<file path="src/rtl/strm2vid_pkg.sv">
package strm2vid_pkg;

   localparam int STAT_W = 8;

   localparam int SB_LOCK     = 0;
   localparam int SB_UFLOW    = 1;
   localparam int SB_EOL_LEAD = 3;
   localparam int SB_EOL_LAG  = 4;
   localparam int SB_SOF_LEAD = 5;
   localparam int SB_SOF_LAG  = 6;

   typedef enum logic [1:0] {
      ST_SEEK   = 2'd0,
      ST_RUN    = 2'd1,
      ST_RESYNC = 2'd2
   } align_st_e;

   typedef struct packed {
      logic eol_lead;
      logic eol_lag;
      logic sof_lead;
      logic sof_lag;
      logic uflow;
   } fault_t;

endpackage

</file>
<file path="src/rtl/strm2vid_fifo.sv">
module strm2vid_fifo #(
   parameter int W     = 26,
   parameter int DEPTH = 16
) (
   input  logic         clk,
   input  logic         rst_n,
   input  logic         flush,
   input  logic         wr_en,
   input  logic [W-1:0] wr_data,
   input  logic         rd_en,
   output logic [W-1:0] rd_data,
   output logic         empty,
   output logic         full
);

   localparam int AW   = (DEPTH > 1) ? $clog2(DEPTH) : 1;
   localparam bit POW2 = (DEPTH == (1 << AW));

   logic [W-1:0]  mem [DEPTH];
   logic [AW-1:0] wp, rp, wp_n, rp_n;
   logic [AW:0]   cnt;

   generate
      if (POW2) begin : g_pow2_wrap
         assign wp_n = wp + 1'b1;
         assign rp_n = rp + 1'b1;
      end else begin : g_cmp_wrap
         assign wp_n = (wp == AW'(DEPTH - 1)) ? '0 : wp + 1'b1;
         assign rp_n = (rp == AW'(DEPTH - 1)) ? '0 : rp + 1'b1;
      end
   endgenerate

   always_ff @(posedge clk) begin
      if (wr_en) mem[wp] <= wr_data;
   end

   always_ff @(posedge clk) begin
      if (!rst_n || flush) begin
         wp  <= '0;
         rp  <= '0;
         cnt <= '0;
      end else begin
         if (wr_en) wp <= wp_n;
         if (rd_en) rp <= rp_n;
         case ({wr_en, rd_en})
            2'b10:   cnt <= cnt + 1'b1;
            2'b01:   cnt <= cnt - 1'b1;
            default: cnt <= cnt;
         endcase
      end
   end

   assign rd_data = mem[rp];
   assign empty   = (cnt == '0);
   assign full    = (cnt == (AW+1)'(DEPTH));

endmodule

</file>
<file path="src/rtl/strm2vid_fault_det.sv">
module strm2vid_fault_det
   import strm2vid_pkg::*;
(
   input  logic   clk,
   input  logic   rst_n,
   input  logic   run,
   input  logic   tg_active,
   input  logic   vs_rise,
   input  logic   pop,
   input  logic   head_last,
   input  logic   head_user,
   input  logic   empty,
   output fault_t fault,
   output logic   good_sof
);

   logic act_q;
   logic lastpop_q;
   logic vs_pend;

   always_ff @(posedge clk) begin
      if (!rst_n || !run) begin
         act_q     <= 1'b0;
         lastpop_q <= 1'b0;
      end else begin
         act_q <= tg_active;
         if (pop) lastpop_q <= head_last;
      end
   end

   always_ff @(posedge clk) begin
      if (!rst_n) begin
         vs_pend <= 1'b0;
      end else if (vs_rise) begin
         vs_pend <= 1'b1;
      end else if (good_sof) begin
         vs_pend <= 1'b0;
      end
   end

   assign good_sof = pop && head_user && vs_pend;

   always_comb begin
      fault.eol_lead = run && act_q && !tg_active && !lastpop_q;
      fault.eol_lag  = run && act_q && tg_active && lastpop_q;
      fault.sof_lead = pop && vs_pend && !head_user;
      fault.sof_lag  = pop && !vs_pend && head_user;
      fault.uflow    = run && tg_active && empty;
   end

endmodule

</file>
<file path="src/rtl/strm2vid_align_ctrl.sv">
module strm2vid_align_ctrl
   import strm2vid_pkg::*;
(
   input  logic      clk,
   input  logic      rst_n,
   input  logic      accept,
   input  logic      in_user,
   input  logic      head_valid,
   input  logic      head_user,
   input  logic      any_fault,
   input  logic      vs_rise,
   input  logic      good_sof,
   output align_st_e st,
   output logic      armed,
   output logic      flush,
   output logic      enter_run,
   output logic      locked
);

   logic seen_q;

   assign enter_run = (st == ST_SEEK) && armed && head_valid && head_user;
   assign flush     = (st == ST_RUN) && any_fault;

   always_ff @(posedge clk) begin
      if (!rst_n) begin
         st <= ST_SEEK;
      end else begin
         case (st)
            ST_SEEK:   if (enter_run) st <= ST_RUN;
            ST_RUN:    if (any_fault) st <= ST_RESYNC;
            ST_RESYNC: if (vs_rise)   st <= ST_SEEK;
            default:   st <= ST_SEEK;
         endcase
      end
   end

   always_ff @(posedge clk) begin
      if (!rst_n || flush) begin
         armed <= 1'b0;
      end else if ((st == ST_SEEK) && accept && in_user) begin
         armed <= 1'b1;
      end
   end

   always_ff @(posedge clk) begin
      if (!rst_n || (st != ST_RUN) || any_fault) begin
         seen_q <= 1'b0;
         locked <= 1'b0;
      end else if (good_sof) begin
         seen_q <= 1'b1;
         if (seen_q) locked <= 1'b1;
      end
   end

endmodule

</file>
<file path="src/rtl/strm2vid_bridge.sv">
module strm2vid_bridge
   import strm2vid_pkg::*;
#(
   parameter int PIX_W      = 24,
   parameter int FIFO_DEPTH = 16
) (
   input  logic              clk,
   input  logic              rst_n,
   input  logic [PIX_W-1:0]  s_tdata,
   input  logic              s_tvalid,
   output logic              s_tready,
   input  logic              s_tlast,
   input  logic              s_tuser,
   input  logic              tg_active,
   input  logic              tg_hsync,
   input  logic              tg_vsync,
   output logic              tg_ce,
   output logic              vid_active,
   output logic              vid_hsync,
   output logic              vid_vsync,
   output logic [PIX_W-1:0]  vid_data,
   output logic              locked,
   output logic              underflow,
   output logic [STAT_W-1:0] status
);

   localparam int ENT_W = PIX_W + 2;

   generate
      if (PIX_W < 1) begin : g_bad_width
         $error("strm2vid_bridge: PIX_W must be at least 1");
      end
      if (FIFO_DEPTH < 2) begin : g_bad_depth
         $error("strm2vid_bridge: FIFO_DEPTH must be at least 2");
      end
   endgenerate

   align_st_e        st;
   logic             armed, flush, enter_run, run;
   logic             accept, fifo_wr, fifo_rd, fifo_full, fifo_empty;
   logic [ENT_W-1:0] wr_ent, head_ent;
   logic [PIX_W-1:0] head_pix;
   logic             head_user, head_last;
   logic             vs_q, vs_rise;
   fault_t           fault, stk_q;
   logic             any_fault, good_sof;

   assign run      = (st == ST_RUN);
   assign tg_ce    = (st != ST_SEEK);
   assign s_tready = !fifo_full;
   assign accept   = s_tvalid && s_tready;
   assign fifo_wr  = accept && !flush && (armed || ((st == ST_SEEK) && s_tuser));
   assign fifo_rd  = run && tg_active && !fifo_empty;
   assign wr_ent   = {s_tuser, s_tlast, s_tdata};
   assign {head_user, head_last, head_pix} = head_ent;
   assign vs_rise  = tg_ce && tg_vsync && !vs_q;

   always_ff @(posedge clk) begin
      if (!rst_n) begin
         vs_q <= 1'b0;
      end else if (tg_ce) begin
         vs_q <= tg_vsync;
      end
   end

   strm2vid_fifo #(
      .W     (ENT_W),
      .DEPTH (FIFO_DEPTH)
   ) fifo_i (
      .clk     (clk),
      .rst_n   (rst_n),
      .flush   (flush),
      .wr_en   (fifo_wr),
      .wr_data (wr_ent),
      .rd_en   (fifo_rd),
      .rd_data (head_ent),
      .empty   (fifo_empty),
      .full    (fifo_full)
   );

   strm2vid_fault_det det_i (
      .clk       (clk),
      .rst_n     (rst_n),
      .run       (run),
      .tg_active (tg_active),
      .vs_rise   (vs_rise),
      .pop       (fifo_rd),
      .head_last (head_last),
      .head_user (head_user),
      .empty     (fifo_empty),
      .fault     (fault),
      .good_sof  (good_sof)
   );

   assign any_fault = fault.eol_lead | fault.eol_lag | fault.sof_lead |
                      fault.sof_lag  | fault.uflow;

   strm2vid_align_ctrl ctrl_i (
      .clk        (clk),
      .rst_n      (rst_n),
      .accept     (accept),
      .in_user    (s_tuser),
      .head_valid (!fifo_empty),
      .head_user  (head_user),
      .any_fault  (any_fault),
      .vs_rise    (vs_rise),
      .good_sof   (good_sof),
      .st         (st),
      .armed      (armed),
      .flush      (flush),
      .enter_run  (enter_run),
      .locked     (locked)
   );

   always_ff @(posedge clk) begin
      if (!rst_n || enter_run) begin
         stk_q <= '0;
      end else begin
         stk_q <= stk_q | fault;
      end
   end

   always_comb begin
      status              = '0;
      status[SB_LOCK]     = locked;
      status[SB_UFLOW]    = stk_q.uflow;
      status[SB_EOL_LEAD] = stk_q.eol_lead;
      status[SB_EOL_LAG]  = stk_q.eol_lag;
      status[SB_SOF_LEAD] = stk_q.sof_lead;
      status[SB_SOF_LAG]  = stk_q.sof_lag;
   end

   assign underflow  = fault.uflow;
   assign vid_active = run && tg_active;
   assign vid_hsync  = tg_hsync;
   assign vid_vsync  = tg_vsync;
   assign vid_data   = (locked && vid_active && !fifo_empty) ? head_pix : '0;

endmodule

</file>
<file path="config.mk">
export PLATFORM = sky130hd
export DESIGN_NAME = strm2vid_bridge
export DESIGN_NICKNAME = d
export VERILOG_FILES = /design/src/rtl/strm2vid_pkg.sv /design/src/rtl/strm2vid_fifo.sv /design/src/rtl/strm2vid_fault_det.sv /design/src/rtl/strm2vid_align_ctrl.sv /design/src/rtl/strm2vid_bridge.sv
export SDC_FILE = /design/constraint.sdc
export NUM_CORES = 1
export LEC_CHECK = 0
export CAP_MARGIN = 10
export CORE_UTILIZATION = 45
export CTS_CLUSTER_DIAMETER = 150
export DETAILED_ROUTE_END_ITERATION = 10
export PLACE_DENSITY_LB_ADDON = 0.05
export SLEW_MARGIN = 20
export SYNTH_ARGS = -nofsm -noshare
export SYNTH_HDL_FRONTEND = slang
export SYNTH_SLANG_ARGS = --single-unit
</file>
<file path="constraint.sdc">
create_clock -name clk -period 4.2 [get_ports clk]
set_input_delay 0.84 -clock clk [delete_from_list [all_inputs] [get_ports clk]]
set_output_delay 0.84 -clock clk [all_outputs]
set_load 0.1 [all_outputs]
</file>
==> metrics.md <==
| Metric | Value |
|---|---|
| Outcome | `finished, final reports clean` |
| Critical R2R Capture | `fifo_i.cnt[4]` |
| Largest net degree at the start of global routing | `65` |
| Synth Register Bits | `447` |
| FFs w/ async S/R, synth | `0%` |
| Hold crit path type | `register to register` |
| Initial Util | `45.72%` |
| Vias in the first global route | `9,311` |
| TNS Setup | `0 ps` |
| Setup violators final | `0` |
| Distinct cells, synth | `43` |
| Area delta synth->final | `20.70%` |
| Port buffer count | `66` |
| Leak pwr | `6.608 nW` |
| Core area | `38,740 um2` |
| Highest clock rate | `253.0 MHz` |
| Seq/Total Area, Yosys | `74.04%` |
| Area share of the largest cell type after synthesis | `70.54%` |
| Startpoint types | `register` |
| Slew HR | `34.06%` |
| Critical path peak fanout | `24` |
| Die width | `200.4 um` |
| GR Util met3 | `3.596%` |
| CP Data Arrival Time | `3110 ps` |
| Slew Limit Fails | `0` |
| Area contributors post-synth | `edfxtp_1 (71%), mux4_2 (13%), dfxtp_1 (3.5%)` |
| Crit path kind | `register to output pin` |
| ANT nets after route | `0` |
| Resized cells post-CTS | `0` |
| Post-CTS Setup Inserts | `0` |
| Post-synth EDFFs | `416` |
| Num CTS Buffers | `47` |
| Routability cong. | `0.8076` |
| Drt initial violations | `548` |
| Total global routing track utilization | `19.99%` |
| Yosys top cell by area | `edfxtp_1` |
| Post-Layout Cell Count | `1,549` |
| Hold depth | `2` |
| Vias per cell | `5.561` |
| Max Buffers Root-to-Sink | `3` |
| TritonCTS clock tree | `built` |
| Layout Skew | `20.68 ps` |
| Avg Cell Area, Syn | `19.79 um2` |
| Fin util | `55.18%` |
| Die H | `200.4 um` |
| GRT busiest layer | `met2` |
| Layout cell share with drive strength beyond 1 | `29.22%` |
| CTS clk-pin slew, worst paths | `60 ps` |
| Synth cell count leaders | `edfxtp_1 (416), mux4_2 (101), a211oi_1 (48)` |
| Most frequent cell after synthesis | `edfxtp_1` |
| First drt pass iteration count | `5` |
| CP required | `3360 ps` |
| Worst Hold Margin | `444.2 ps` |
| Fin crit share | `94.13%` |
| H-Tree Level Count | `2` |
| DIE AREA | `40,150 um2` |
| Global-route wire length before repair | `58,980 um` |
| Vias | `8,614` |
| Hold wc startpoint | `status[6]` |
| CTS Hold Bufs | `0` |
| Worst hold endpoint | `status[6]` |
| Worst-Skew Late Latency | `580 ps` |
| # IOs | `71` |
| Cells after DPL | `1,462` |
| WL final | `38,310 um` |
| Sink Count | `447` |
| Nets | `1,034` |
| Maximum vdd drop | `0.2929 mV` |
| Final min period | `3953 ps` |
| DP HPWL | `21,590 um` |
| Post-Synthesis Cells | `895` |
| DRC viols | `0` |
| Met1 Use GR | `26.23%` |
| Crit. End Element | `output pin` |
| Ys Warns | `0` |
| Cell Pwr Density | `448.3 nW/um2` |
| Reg2Reg Depth | `15` |
| R2r setup slk | `800 ps` |
| Worst-margin pin slew | `986.1 ps` |
| FP Rows | `72` |
| RSZ-0062 raised after global routing | `false` |
| Top FF cell, synth | `edfxtp_1` |
| GR Overflow Total | `0` |
| Initial antenna violation count | `1` |
| Routing usage on met2 | `34.38%` |
| Final Hold Vio Count | `0` |
| DR WL/cell | `24.73 um` |
| Max Cap Violations | `0` |
| Syn Std Cell Area | `17,710 um2` |
| Root Driver | `clkbuf_16` |
layer usage:
layer,share of wire [%],wire [um],up-vias
li1,-,-,3860
met1,42,16270,4516
met2,51,19680,187
met3,4.4,1693,51
met4,1.7,659,0
met5,0,0,-
power breakdown:
group / switching (mW) / internal (mW) / leakage, nW / total [mW]
Combinational: 0.224 / 0.131 / 1.83 / 0.355
Clock: 1.64 / 2.66 / 0.780 / 4.30
Sequential: 0.0188 / 4.91 / 4.00 / 4.93
Total: 1.88 / 7.70 / 6.61 / 9.58
area by class of cell:
cell class	instances	area (um2)
diodes	1	2.502
clock buffers	67	1313
clock inverters	19	305.3
fillers	2956	17360
inverters	10	37.54
multi-input cells	379	4486
flip-flops and latches	447	13130
well taps	518	648.1
repair buffers	108	1459
state kept, by name, indices dropped and copies added (netlist names), named ones only:
name / flops
fifo_i.mem: 416
fifo_i.cnt: 5
status: 5
fifo_i.rp: 4
fifo_i.wp: 4
ctrl_i.st: 2
ctrl_i.armed: 1
ctrl_i.locked: 1
ctrl_i.seen_q: 1
det_i.act_q: 1
det_i.lastpop_q: 1
det_i.vs_pend: 1
vs_q: 1
kinds of logic after synthesis:
family / count (synthesis) / share of synthesized area, %
xor gates and xnor gates: 13 / 0.6429
buffers and inverters: 70 / 2.028
other: 1 / 0.02118
DFF: 447 / 74.04
muxes: 141 / 15.13
adders and majority gates: 9 / 0.6359
AOI/OAI and AO/OA: 78 / 3.179
and+or+nand+nor: 136 / 4.324
through the flow:
stage | setup slack (ps) | power, mW | cell area (um2)
finish | 246.6 | 9.582 | 21380
global route | 95.53 | 9.889 | 21380
global placement | 61.84 | 5.359 | 19760
floorplan | -379.5 | 5.239 | 17830
CTS | 229.9 | 9.684 | 21370
detailed placement | 1.517 | 5.378 | 19760
critical path: stages, from the launching register on:
cell and delay (ps):
dfxtp_1 360, nor2b_1 560, nand2_1 200, inv_1 140, nand2_1 190, inv_2 230, nand2_2 90, buf_12 200
a211oi_2 330, buf_12 230
worst max path at each step:
stage	start	end	slack [ps]	cells after the start
floorplan	tg_active	vid_data[10]	-380	7
global placement	tg_active	fifo_i.cnt[4]	60	16
detailed placement	tg_active	fifo_i.cnt[4]	2	16
CTS	ctrl_i.st[0]	vid_data[21]	230	9
global route	ctrl_i.st[0]	vid_data[21]	100	9
finish	ctrl_i.st[0]	vid_data[2]	250	9
layout by cell type, fill, tap and decap left out, types with 11 or more instances in the layout:
| cell type | instances |
|---|---|
| nand2_1 | 20 |
| buf_12 | 44 |
| buf_4 | 25 |
| a211oi_1 | 24 |
| nor2b_1 | 32 |
| dfxtp_1 | 27 |
| clkbuf_1 | 15 |
| edfxtp_1 | 416 |
| nor2_1 | 13 |
| a21oi_1 | 11 |
| nand3_1 | 21 |
| mux4_2 | 101 |
| nor3_2 | 14 |
| nor2_4 | 16 |
| clkdlybuf4s50_1 | 39 |
| clkbuf_16 | 48 |
| mux2i_1 | 37 |
| a211oi_2 | 24 |
(Power assumes the default switching activity.)
